## src/rtl/bsc_pkg.sv

```systemverilog
package bsc_pkg;

   // operation applied to every shift flop on a clock edge
   typedef enum logic [1:0] {
      OP_HOLD    = 2'd0,
      OP_CAPTURE = 2'd1,
      OP_SHIFT   = 2'd2
   } cell_op_e;

   function automatic cell_op_e bsc_decode(input logic clk_en, input logic shift);
      if (!clk_en)    return OP_HOLD;
      else if (shift) return OP_SHIFT;
      else            return OP_CAPTURE;
   endfunction

endpackage

```

## src/rtl/bsc_cell.sv

```systemverilog
module bsc_cell
   import bsc_pkg::*;
(
   input  logic     clk,
   input  logic     rst_n,
   input  cell_op_e op,
   input  logic     upd_en,
   input  logic     test_mode,
   input  logic     par_in,
   input  logic     ser_in,
   output logic     par_out,
   output logic     ser_out,
   output logic     hold_o
);

   logic shf_q;
   logic upd_q;

   always_ff @(posedge clk or negedge rst_n) begin
      if (!rst_n) begin
         shf_q <= 1'b0;
      end else begin
         unique case (op)
            OP_CAPTURE: shf_q <= par_in;
            OP_SHIFT:   shf_q <= ser_in;
            default:    shf_q <= shf_q;
         endcase
      end
   end

   always_ff @(posedge clk or negedge rst_n) begin
      if (!rst_n)      upd_q <= 1'b0;
      else if (upd_en) upd_q <= shf_q;
   end

   assign par_out = test_mode ? upd_q : par_in;
   assign ser_out = shf_q;
   assign hold_o  = upd_q;

endmodule

```

## src/rtl/bscan_chain.sv

```systemverilog
module bscan_chain
   import bsc_pkg::*;
#(
   parameter int CELLS = 8
) (
   input  logic             clk,
   input  logic             rst_n,
   input  logic             dr_clk_en,
   input  logic             dr_shift,
   input  logic             dr_update,
   input  logic             test_mode,
   input  logic             scan_in,
   input  logic [CELLS-1:0] pin_in,
   output logic [CELLS-1:0] pin_out,
   output logic             scan_out
);

   localparam int LAST = CELLS - 1;

   generate
      if (CELLS < 2) begin : g_bad_len
         $error("bscan_chain: CELLS must be at least 2");
      end
   endgenerate

   cell_op_e         op;
   logic [CELLS-1:0] cap_q;
   logic [CELLS-1:0] upd_q;
   logic [CELLS-1:0] ser_src;

   assign op = bsc_decode(dr_clk_en, dr_shift);

   generate
      for (genvar i = 0; i < CELLS; i++) begin : g_cell
         if (i == 0) begin : g_head
            assign ser_src[i] = scan_in;
         end else begin : g_link
            assign ser_src[i] = cap_q[i-1];
         end

         bsc_cell u_cell (
            .clk       (clk),
            .rst_n     (rst_n),
            .op        (op),
            .upd_en    (dr_update),
            .test_mode (test_mode),
            .par_in    (pin_in[i]),
            .ser_in    (ser_src[i]),
            .par_out   (pin_out[i]),
            .ser_out   (cap_q[i]),
            .hold_o    (upd_q[i])
         );
      end
   endgenerate

   assign scan_out = cap_q[LAST];

endmodule

```

## config.mk

```make
export PLATFORM = sky130hd
export DESIGN_NAME = bscan_chain
export DESIGN_NICKNAME = d
export VERILOG_FILES = /design/src/rtl/bsc_pkg.sv /design/src/rtl/bsc_cell.sv /design/src/rtl/bscan_chain.sv
export SDC_FILE = /design/constraint.sdc
export NUM_CORES = 1
export LEC_CHECK = 0
export ABC_AREA = 0
export BUFFER_PORTS_ARGS = -buffer_cell sky130_fd_sc_hd__buf_4
export CAP_MARGIN = 20
export CORE_UTILIZATION = 50
export CTS_CLUSTER_DIAMETER = 150
export CTS_CLUSTER_SIZE = 40
export DETAILED_ROUTE_END_ITERATION = 7
export HOLD_SLACK_MARGIN = 0.15
export PLACE_DENSITY = 0.76
export SLEW_MARGIN = 40
export SYNTH_ARGS = -nofsm -noshare
export SYNTH_HDL_FRONTEND = slang
export SYNTH_HIERARCHICAL = 1
export SYNTH_SLANG_ARGS = --single-unit
```

## constraint.sdc

```tcl
create_clock -name clk -period 1.1 [get_ports clk]
set_clock_uncertainty 0.1 [all_clocks]
set_input_delay 0.11 -clock clk [delete_from_list [all_inputs] [get_ports clk]]
set_output_delay 0.11 -clock clk [all_outputs]
set_load 0.01 [all_outputs]
```

==> metrics.md <==
| Metric | Value |
|---|---|
| Startpoint types | `register` |
| Slew @ Worst Pin | `0.2034 ns` |
| Setup violators final | `8` |
| CP cell instances | `mux2_4, buf_6` |
| Min Tclk post-route | `1.273 ns` |
| Critical Path RT | `around 0.89 ns` |
| Initial antenna violation count | `0` |
| Vias in the first global route | `~670` |
| Core Region | `1708 sq um` |
| DR pass1 iterations | `3` |
| Status | `finished, violations left` |
| Met1 wire length | `around 780 microns` |
| Avg WL per Cell | `approximately 13 microns` |
| Post-Syn Area per Cell | `between 10 and 15 sq um` |
| # Post-CTS Setup Buffers | `0` |
| Total Wirelength | `1.727 mm` |
| Peak supply drop | `about 1 mV` |
| Number of flops mapped to enable cells by yosys | `0` |
| RSZ-0062 raised after global routing | `true` |
| Max Used Layer | `met4` |
| Final design instance area without fill | `1301 sq um` |
| Syn_nets | `97` |
| Main area contributors after synthesis | `dfrtp_1, mux2_4, ha_1` |
| Iter 0 DRT Violations | `4` |
| Arrival @ worst endpoint | `1.06 ns` |
| Fmax | `785.8 MHz` |
| Max_cap viols | `0` |
| Leakage power | `roughly 0.00064 uW` |
| Slew Viols, Final | `0` |
| PortBufs | `23` |
| Setup TNS | `-1.313 ns` |
| Sink Count | `16` |
| Power per cell area | `around 1300 nW/um^2` |
| Die H | `44.60 microns` |
| GRT Total Usage | `20.41%` |
| Worst rel slew slack | `between 80% and 90%` |
| Failing checks | `setup timing` |
| Final ANT Viol Nets | `0` |
| ANT cells | `0` |
| Nets | `137` |
| Critical R2R Launch | `g_cell[5].u_cell/ser_out` |
| Initial Util | `53.11%` |
| Clock-pin transition on the worst setup and hold timing paths | `0.10 ns` |
| FF-to-FF setup slack | `between 0.15 and 0.2 ns` |
| Final worst slack | `-0.1726 ns` |
| CTS tree | `done` |
| Area growth from synthesis to layout | `43.45%` |
| Hold Path Class | `in -> reg` |
| CTS Buf Count | `3` |
| # IOs | `24` |
| Die ar. | `a little under 2000 sq um` |
| Global placement routability congestion | `slightly above 0.7` |
| Layout cells sized above 1 | `32.74%` |
| Remaining DRCs | `0` |
| Slowest stage delay, CP | `approximately 0.39 ns` |
| Syn Inst Count | `74` |
| H-tree lvl count | `1` |
| Unique cell type count in the Yosys netlist | `10` |
| Synth Cell Area | `between 900 and 1000 sq um` |
| Die W | `44.60 microns` |
| Critical path class | `reg -> out` |
| Most frequently used cell type in the post-synthesis netlist | `dfrtp_1` |
| Area post-placement | `1111 sq um` |
| Core Rows | `15` |
| Synth Warn # | `6` |
| WL met2 | `around 900 microns` |
| Reg2reg path depth | `1` |
| Final hold vios | `0` |
| Ys async rst share | `100.0%` |
| R2R Path End | `g_cell[5].u_cell/hold_o` |
| Met3 WL | `approximately 54 microns` |
| Global route total overflow | `0` |
| Post-synth top area share | `44.14%` |
| Vias per cell | `between 4 and 5` |
| End of the critical path | `pin_out[1]` |
| Via count | `678` |
| CTS root buffer | `clkbuf_4` |
| Largest net degree at the start of global routing | `17` |
| Clock Latency Late Sink | `approximately 0.28 ns` |
| Clock buffer depth | `2` |
| Most used DFF post-synth | `dfrtp_1` |
| CP max FO | `2` |
| Worst setup EP type | `output pin` |
| Critical-path top delay cell | `dfrtp_1` |
| Crit path from | `g_cell[1].u_cell/hold_o` |
| Synth area leader | `dfrtp_1` |
| Final period util | `115.7%` |
| Sequential fraction of the synthesis area | `about 44%` |
| Yosys reg bits | `16` |
| First-pass GRT wire length | `2.863 mm` |
## placed cells by master, fill, tap and decap left out, drive strengths merged
cell type    instances
ha                   8
nand2                8
inv                  8
and2b                1
mux2i                8
o21ai                8
buf                 23
dlygate4sd3         12
clkbuf               4
and2                 1
dfrtp               16
mux2                16
## cell type report
class	instances	area [sq um]
clock buffers	4	36.28
fillers	115	406.6
inverters	8	30.03
multi-input cells	50	476.7
flip-flops and latches	16	400.4
well taps	25	31.28
repair buffers	35	326.6
## critical path: cells and delay by family, from the launching register on
family | cells | cell delay [ns]
buffers and inverters | 1 | 0.12
DFF | 1 | 0.39
muxes | 1 | 0.26
## registers in the layout, indices dropped and copies added, names as in the netlist
signal                 flops
g_cell.u_cell/hold_o       8
g_cell.u_cell/ser_out      8
## layer usage
metal	vias to the layer above	global-route usage, %
li1	335	-
met1	326	26.77
met2	15	33.53
met3	2	2.857
met4	0	9.091
met5	-	0
## stage by stage
stage | hold slack, ns | total power (uW) | instances | setup slack, ns | utilization, %
after floorplan | -0.2856 | 1057 | 74 | 0.07068 | -
after global placement | -0.1189 | 1245 | 122 | -0.1095 | 65.05
after detailed placement | -0.1224 | 1260 | 122 | -0.1316 | 65.05
after CTS | 0.2859 | 1728 | 138 | -0.1812 | 75.97
after global routing | 0.3299 | 1819 | 138 | -0.2178 | 76.19
final | 0.2997 | 1714 | 138 | -0.1726 | 76.19
## timing repair
| action | in CTS | in global routing |
|---|---|---|
| setup endpoints to repair | 8 | 11 |
| hold buffers | 12 | 0 |
| gates resized for setup | 8 | 1 |
| hold endpoints to repair | 32 | 0 |
## worst min-delay path by stage
stage                         start                        to  slack, ns  depth (start not counted)
after global routing      dr_clk_en  g_cell[5].u_cell/ser_out       0.33                          4
after global placement        rst_n   g_cell[7].u_cell/hold_o      -0.12                          1
after CTS                 dr_clk_en  g_cell[1].u_cell/ser_out       0.29                          4
after floorplan               rst_n   g_cell[0].u_cell/hold_o      -0.29                          0
after detailed placement      rst_n   g_cell[7].u_cell/hold_o      -0.12                          1
final                     dr_clk_en  g_cell[0].u_cell/ser_out       0.30                          4
## kinds of logic after synthesis
| kind of cell | synth area share [%] |
|---|---|
| AO/OA/AOI/OAI | 4.414 |
| adder cells (fa/ha/maj) | 11.03 |
| buffers and inverters | 3.310 |
| flip-flops | 44.14 |
| multiplexers | 32.00 |
| AND/OR/NAND/NOR | 5.104 |
## power breakdown
part / internal (uW) / switching [uW]
sequential: 715 / 80.0
clock: 201 / 188
combinational: 332 / 197
Power figures use the tool's default switching activity.
